[config.mk]
export PLATFORM = sky130hd
export DESIGN_NAME = rst_src_ctrl
export DESIGN_NICKNAME = d
export VERILOG_FILES = /design/src/rtl/rst_pkg.sv /design/src/rtl/rst_pin_sync.sv /design/src/rtl/rst_stretch.sv /design/src/rtl/rst_flag_reg.sv /design/src/rtl/rst_src_ctrl.sv
export SDC_FILE = /design/constraint.sdc
export NUM_CORES = 1
export LEC_CHECK = 0
export ABC_CLOCK_PERIOD_IN_PS = 2400
export BUFFER_PORTS_ARGS = -buffer_cell sky130_fd_sc_hd__buf_2
export CAP_MARGIN = 20
export CORE_ASPECT_RATIO = 1.5
export CORE_MARGIN = 3
export CORE_UTILIZATION = 40
export CTS_CLUSTER_DIAMETER = 50
export DETAILED_ROUTE_END_ITERATION = 12
export SLEW_MARGIN = 20
export SYNTH_ARGS = -nofsm -noshare
export SYNTH_HDL_FRONTEND = slang
export SYNTH_HIERARCHICAL = 1
export SYNTH_SLANG_ARGS = --single-unit
[constraint.sdc]
create_clock -name clk_i -period 2.4 [get_ports clk_i]
set_input_delay 0.24 -clock clk_i [delete_from_list [all_inputs] [get_ports clk_i]]
set_output_delay 0.24 -clock clk_i [all_outputs]
set_load 0.05 [all_outputs]
[src/rtl/rst_pkg.sv]
package rst_pkg;
  localparam int NUM_SRC = 8;
  localparam int SRC_EXT = 0;
  localparam int SRC_WWD = 1;
  localparam int SRC_IWD = 2;
  localparam int SRC_SW  = 3;
  localparam int SRC_LP  = 4;
  localparam int SRC_POR = 5;
  localparam int SRC_BOR = 6;
  localparam int SRC_SBX = 7;
  localparam int NUM_SYS = 5;
  typedef logic [NUM_SRC-1:0] src_vec_t;
endpackage

[src/rtl/rst_pin_sync.sv]
module rst_pin_sync #(
  parameter int STAGES = 2
) (
  input  logic clk_i,
  input  logic rst_ni,
  input  logic pin_i,
  output logic pin_o
);
  logic [STAGES-1:0] q;

  always_ff @(posedge clk_i or negedge rst_ni) begin
    if (!rst_ni) q <= '1;
    else         q <= {q[STAGES-2:0], pin_i};
  end

  assign pin_o = q[STAGES-1];
endmodule

[src/rtl/rst_stretch.sv]
module rst_stretch #(
  parameter int STRETCH = 20
) (
  input  logic clk_i,
  input  logic rst_ni,
  input  logic req_i,
  output logic busy_o
);
  localparam int CW = $clog2(STRETCH + 1);
  localparam logic [CW-1:0] LOAD = CW'(STRETCH);

  logic [CW-1:0] cnt_q;

  // reset loads the counter so the output holds for a full interval
  always_ff @(posedge clk_i or negedge rst_ni) begin
    if (!rst_ni)            cnt_q <= LOAD;
    else if (req_i)         cnt_q <= LOAD;
    else if (cnt_q != '0)   cnt_q <= cnt_q - 1'b1;
  end

  assign busy_o = (cnt_q != '0);
endmodule

[src/rtl/rst_flag_reg.sv]
module rst_flag_reg
  import rst_pkg::*;
(
  input  logic     clk_i,
  input  logic     rst_ni,
  input  logic     wipe_i,
  input  src_vec_t set_i,
  output src_vec_t flags_o
);
  src_vec_t flags_q;

  // clear first, then record: a wiping source still leaves its own mark
  always_ff @(posedge clk_i or negedge rst_ni) begin
    if (!rst_ni) flags_q <= '0;
    else         flags_q <= (wipe_i ? '0 : flags_q) | set_i;
  end

  assign flags_o = flags_q;
endmodule

[src/rtl/rst_src_ctrl.sv]
module rst_src_ctrl
  import rst_pkg::*;
#(
  parameter int STRETCH     = 20,
  parameter int SYNC_STAGES = 2
) (
  input  logic                clk_i,
  input  logic                rst_ni,
  input  logic                ext_rst_ni,
  input  logic                wwdg_to_i,
  input  logic                iwdg_to_i,
  input  logic                sw_req_i,
  input  logic                stby_entry_i,
  input  logic                stop_entry_i,
  input  logic                stby_opt_i,
  input  logic                stop_opt_i,
  input  logic                por_i,
  input  logic                bor_i,
  input  logic                stby_exit_i,
  input  logic                flag_clr_i,
  output logic                sys_rst_no,
  output logic                pwr_rst_no,
  output logic                keep_flags_o,
  output logic                bkp_keep_o,
  output logic [NUM_SRC-1:0]  flags_o
);
  logic     ext_sync;
  logic     lp_req;
  src_vec_t cur_src;
  logic     pwr_now;
  logic     sys_now;
  logic     sys_busy;
  logic     pwr_busy;

  rst_pin_sync #(.STAGES(SYNC_STAGES)) u_pin_sync (
    .clk_i  (clk_i),
    .rst_ni (rst_ni),
    .pin_i  (ext_rst_ni),
    .pin_o  (ext_sync)
  );

  assign lp_req = (stby_entry_i & ~stby_opt_i) | (stop_entry_i & ~stop_opt_i);

  always_comb begin
    cur_src          = '0;
    cur_src[SRC_EXT] = ~ext_sync;
    cur_src[SRC_WWD] = wwdg_to_i;
    cur_src[SRC_IWD] = iwdg_to_i;
    cur_src[SRC_SW]  = sw_req_i;
    cur_src[SRC_LP]  = lp_req;
    cur_src[SRC_POR] = por_i;
    cur_src[SRC_BOR] = bor_i;
    cur_src[SRC_SBX] = stby_exit_i;
  end

  assign pwr_now = |cur_src[NUM_SRC-1:NUM_SYS];
  // power tier always drags the system tier with it
  assign sys_now = |cur_src;

  rst_stretch #(.STRETCH(STRETCH)) u_sys_str (
    .clk_i  (clk_i),
    .rst_ni (rst_ni),
    .req_i  (sys_now),
    .busy_o (sys_busy)
  );

  rst_stretch #(.STRETCH(STRETCH)) u_pwr_str (
    .clk_i  (clk_i),
    .rst_ni (rst_ni),
    .req_i  (pwr_now),
    .busy_o (pwr_busy)
  );

  rst_flag_reg u_flags (
    .clk_i   (clk_i),
    .rst_ni  (rst_ni),
    .wipe_i  (pwr_now | flag_clr_i),
    .set_i   (cur_src),
    .flags_o (flags_o)
  );

  // async assert from request or counter, sync release via counter
  assign sys_rst_no   = ~(sys_now | sys_busy);
  assign pwr_rst_no   = ~(pwr_now | pwr_busy);
  assign keep_flags_o = ~sys_rst_no & pwr_rst_no;
  assign bkp_keep_o   = ~sys_rst_no | ~pwr_rst_no;
endmodule

### Word-level counts from Yosys, hierarchy flattened

Cells that the tools add are included.

* reductions and logical operators: 6
* mux-type cells: 5
* add/subtract/negate cells: 2
* bitwise operators: 14

Operators by type and width (number)
* 5-bit two-way mux: 4
* 5-bit nonzero test: 2
* 5-bit by 1-bit subtractor with 5-bit output (second input constant): 2
* 8-bit two-way mux: 1
* 8-bit bitwise OR: 1
* 8-bit OR reduction: 1
* 1-bit inverter: 5
* 1-bit bitwise OR: 5
* 2-bit nonzero test: 2
* 1-bit bitwise AND: 3
* 3-bit OR reduction: 1

* output and inout bits: 12
* bits of input ports: 14
* register bits after elaboration: 20
* word-level logic and storage cells: 31

### Longest topological paths before layout

* word-level depth: 6
* mapped depth: 6
* gate-level depth less buffers: 5

### Hierarchy

Netlist, hierarchy kept.

By module, submodules not included
* rst_stretch: area each 261.5 um2, cells an instance 25, seq. area each 127.6 um2, instances 2
* rst_flag_reg: area each 264.0 um2, cells an instance 17, seq. area each 200.2 um2, instances 1
* rst_src_ctrl: area each 98.8 um2, cells an instance 14, seq. area each 0.0 um2, instances 1
* rst_pin_sync: area each 52.6 um2, cells an instance 2, seq. area each 52.6 um2, instances 1

### Least setup slack after synthesis

OpenSTA, ideal clock, no wires.

* kind: register to output
* from: register u_pwr_str.cnt_q[0]
* to: output bkp_keep_o
* buffers on the path: 1
* cell stages (with the launch flop): 7
* slack: -272 ps
* arrival: 2432 ps
* required time: 2160 ps
* path through: dfrtp_1 > inv_1 > ha_1 > or4b_4 > buf_6 > nor2_1 > nand2_1

* longest elaborated chain between the ends: 3

RTL lines
* start, declared: RTL line rst_stretch.sv:12 `logic [CW-1:0] cnt_q;`
* start signal, assigned: RTL line rst_stretch.sv:18 `else if (cnt_q != '0) cnt_q <= cnt_q - 1'b1;`
* 5-bit nonzero test: RTL line rst_stretch.sv:21 `assign busy_o = (cnt_q != '0);`
* via pwr_busy: RTL line rst_src_ctrl.sv:33 `logic pwr_busy;`
* 1-bit bitwise OR: RTL line rst_src_ctrl.sv:84 `assign pwr_rst_no = ~(pwr_now | pwr_busy);`
* 1-bit bitwise OR: RTL line rst_src_ctrl.sv:86 `assign bkp_keep_o = ~sys_rst_no | ~pwr_rst_no;`
* end, declared: RTL line rst_src_ctrl.sv:24 `output logic bkp_keep_o,`

The timed path passes the listed nets, and every way through them passes these cells.

### Worst setup path in the final report

* from: register u_sys_str.cnt_q[0]
* to: output keep_flags_o

* longest elaborated chain between the ends: 3

RTL lines
* start, declared: RTL line rst_stretch.sv:12
* start signal, assigned: RTL line rst_stretch.sv:18
* 5-bit nonzero test: RTL line rst_stretch.sv:21
* via sys_busy: RTL line rst_src_ctrl.sv:32 `logic sys_busy;`
* 1-bit bitwise OR: RTL line rst_src_ctrl.sv:83 `assign sys_rst_no = ~(sys_now | sys_busy);`
* 1-bit bitwise AND: RTL line rst_src_ctrl.sv:85 `assign keep_flags_o = ~sys_rst_no & pwr_rst_no;`
* end, declared: RTL line rst_src_ctrl.sv:23 `output logic keep_flags_o,`

The timed path passes the listed nets, and every way through them passes these cells.

==> reports/qor.tcl <==
set qor(floorplan.io_pins) 26
set qor(timing.rr.start) {u_pin_sync/q[1]}
set qor(finalSetupViolations) 0
set qor(grt_pass1_vias) 736
set qor(holdCritPathClass) {input port to register}
set qor(fp.dieArea_um2) 2980
set qor(cp-end-kind) {output pin}
set qor(reg2reg_to) {u_sys_str/cnt_q[2]}
set qor(detailed_routing_iterations_pass_1) 4
set qor(synth_top_cell_area_share_pct) 37.3
set qor(place.gp.congestion) 0.800
set qor(count_of_antenna_violating_nets_left_after_detailed_routing) 0
set qor(largest_area_contributor_in_the_netlist) {sky130_fd_sc_hd__dfrtp_1}
set qor(final_hold_violations) 0
set qor(worst_skew_pair.late_latency_ns) 0.29
set qor(start_kind) {register}
set qor(final-seq-area_um2) 508
set qor(critical_path.endpoint) {keep_flags_o}
set qor(clock-sinks) 20
set qor(synthesis.area_per_instance_um2) 11.3
set qor(clkTransAtPathRegs_ns) 0.10
set qor(floorplan.initialDensity_pct) 44.1
set qor(ys_seq_area_share_pct) 54.1
set qor(drv.max_cap_violation_count) 0
set qor(power_density_nw_per_um2) 502
set qor(finClkSkew_ns) 0.00142
set qor(peakVddDrop_mv) 0.364
set qor(critical_path_arrival_ns) 2.15
set qor(route.detailed.vias_per_inst) 5.25
set qor(grt_setup_unrepaired) {true}
set qor(sum_of_net_half_perimeters_after_detailed_placement_um) 1270
set qor(root_buffer_cell) {sky130_fd_sc_hd__clkbuf_4}
set qor(core-area_um2) 2130
set qor(final_instance_count_excl_fillers) 136
set qor(worst_slew_margin_rel_pct) 70.4
set qor(rrSetupSlack_ns) 0.69
set qor(most_frequent_standard_cell_in_the_layout_excluding_fill_and_tap_cells) {sky130_fd_sc_hd__buf_2}
set qor(grt_antenna_before_repair) 0
set qor(power_leakage_nw) 0.594
set qor(grt_start_max_net_pins) 21
set qor(yosys_warnings) 6
set qor(post_synth_num_cell_types) 23
set qor(die_h_um) 65.3
set qor(finalCritPeriodShare_pct) 99.5
set qor(detailedRoute.firstIterationViolations) 3
set qor(wire_per_inst_um) 13.2
set qor(synth.top_cells.by_area) {sky130_fd_sc_hd__dfrtp_1 (37%), sky130_fd_sc_hd__dfstp_2 (17%), sky130_fd_sc_hd__a21o_1 (8.0%)}
set qor(mostFrequentLayoutCells) {sky130_fd_sc_hd__buf_2 (23), sky130_fd_sc_hd__dfrtp_1 (14), sky130_fd_sc_hd__a21o_1 (10), sky130_fd_sc_hd__inv_1 (7), sky130_fd_sc_hd__dfstp_2 (6)}
set qor(holdPathStages) 1
set qor(crit_type) {register to output pin}
set qor(critical_path_peak_fanout) 5
set qor(run_status) {complete, no violations}
set qor(final_period_minus_worst_setup_slack_ns) 2.39
set qor(timing.fmax_mhz) 419
set qor(detailedPlace.worstSlack_ns) 0.168
set qor(worst_slack_ns) 0.0125
set qor(clock_path_buffers) 2
set qor(grtUsageTotal_pct) 13.2
set qor(post_route_cells_drive_above_1_share_pct) 48.2
set qor(worst-r2r-cell-count) 4
set qor(cts_tree) {yes}
set qor(flow.area_growth_from_synthesis_pct) 25.6
set qor(die-width_um) 45.5
set qor(worstMarginPinSlew_ns) 0.445
set qor(crit_required_ns) 2.16
set qor(area_used_by_multi_input_combinational_logic_um2) 394
set qor(num-nets-final) 132
set qor(grt_pass1_wl_um) 2930
set qor(io_buffer_count) 25
set qor(htree_levels) 1
set qor(row_count) 20
set qor(syn-instance-count) 83
set qor(fill_cells) 192
set qor(cts_buffer_count) 3
set qor(syn_nets) 99
set qor(route.final.wire_length_um) 1800
set qor(timing_max_transition_violations_final) 0
set qor(gr_ovfl_total) 0
set qor(timing.critical_path.from) {u_sys_str/cnt_q[0]}
set qor(diodes) 0
set qor(synthesis.area_um2) 938
set qor(drcViolationCount) 0
set qor(dp_cells) 127
set qor(synthesis_stage_register_bit_count) 20
set qor(vias) 714
-- cell type report --
type,count,area share [%]
flip-flops and latches,20,43.1
well taps,22,2.34
repair buffers,31,16.0
inverters,10,3.18
multi-input cells,50,33.4
clock buffers,3,1.91
-- routing by layer --
| metal | up-vias | wire [µm] | track usage, % |
|---|---|---|---|
| met5 | - | 0 | 0 |
| met3 | 4 | 100 | 2.19 |
| met2 | 20 | 897 | 21.5 |
| met4 | 0 | 40 | 7.33 |
| li1 | 343 | - | - |
| met1 | 347 | 760 | 15.6 |
-- flip-flops by register name, indices dropped and copies added, names as in the netlist --
name and count:
u_flags/flags_o 8, u_pwr_str/cnt_q 5, u_pin_sync/q 2, u_sys_str/cnt_q 5
-- cell families (layout without fill, tap and decap cells) --
group | Yosys count | in the layout | share of synthesized area, %
AO/OA/AOI/OAI | 20 | 20 | 15.7
XOR/XNOR | 2 | 2 | 1.87
adder cells (fa/ha/maj) | 2 | 2 | 2.67
buffers and inverters | 13 | 44 | 6.80
flip-flops | 20 | 20 | 54.1
AND/OR/NAND/NOR | 26 | 26 | 18.8
-- stage by stage --
step | instance area, µm² | TNS, ns | hold WS, ns | total power, W | utilization, %
after floorplan | 948 | 0 | -0.0556 | 0.000417 | -
after global placement | 1070 | 0 | 0.207 | 0.000447 | 50.5
after detailed placement | 1070 | 0 | 0.208 | 0.000449 | 50.5
after CTS | 1110 | 0 | 0.0219 | 0.000604 | 52.2
after global routing | 1180 | -0.226 | 0.0194 | 0.000625 | 55.4
final | 1180 | 0 | 0.0386 | 0.000592 | 55.4
-- worst min-delay path by stage --
stage | startpoint | end | slack (ns)
6_report | ext_rst_ni | u_pin_sync/q[0] | 0.04
5_1_grt | ext_rst_ni | u_pin_sync/q[0] | 0.02
4_1_cts | ext_rst_ni | u_pin_sync/q[0] | 0.02
3_5_place_dp | rst_ni | u_flags/flags_o[2] | 0.21
3_3_place_gp | rst_ni | u_flags/flags_o[2] | 0.21
2_1_floorplan | rst_ni | u_flags/flags_o[0] | -0.06
-- power by group --
| group | leakage [nW] | switching, W | internal, W |
|---|---|---|---|
| combinational | 0.342 | 0.0000567 | 0.0000277 |
| clock | 0.0138 | 0.0000910 | 0.0000583 |
| sequential | 0.239 | 0.00000680 | 0.000352 |
| total | 0.594 | 0.000154 | 0.000438 |
-- cell usage after synthesis --
cell / instances
sky130_fd_sc_hd__inv_1: 9
sky130_fd_sc_hd__a21o_1: 10
sky130_fd_sc_hd__dfstp_2: 6
sky130_fd_sc_hd__clkbuf_1: 1
sky130_fd_sc_hd__nor4_4: 1
sky130_fd_sc_hd__a211oi_2: 2
sky130_fd_sc_hd__inv_2: 1
sky130_fd_sc_hd__a21oi_1: 4
sky130_fd_sc_hd__xnor2_1: 2
sky130_fd_sc_hd__ha_1: 2
sky130_fd_sc_hd__nand2_1: 5
sky130_fd_sc_hd__nor2_1: 5
sky130_fd_sc_hd__or2_2: 1
sky130_fd_sc_hd__nor2b_1: 3
sky130_fd_sc_hd__or4b_4: 3
sky130_fd_sc_hd__a211o_1: 2
sky130_fd_sc_hd__o21ai_1: 2
sky130_fd_sc_hd__or2_1: 1
sky130_fd_sc_hd__dfrtp_1: 14
sky130_fd_sc_hd__buf_6: 2
sky130_fd_sc_hd__or3_1: 4
sky130_fd_sc_hd__or3_2: 2
sky130_fd_sc_hd__nor3_1: 1
-- repair_timing --
item                       CTS  global route
hold endpoints to repair    14             0
hold buffers                 1             0
resized for setup            1            10
buffers inserted             0             5
setup endpoints to repair    3             2
pin swaps                    1             2
-- critical path, stage by stage, from the launching register on --
cell and delay (ns):
sky130_fd_sc_hd__dfrtp_1 0.42, sky130_fd_sc_hd__inv_2 0.08, sky130_fd_sc_hd__ha_4 0.12, sky130_fd_sc_hd__or4b_4 0.51, sky130_fd_sc_hd__nor4_4 0.36, sky130_fd_sc_hd__buf_4 0.17, sky130_fd_sc_hd__nor3_2 0.03, sky130_fd_sc_hd__buf_6 0.17
(Power assumes the default switching activity.)
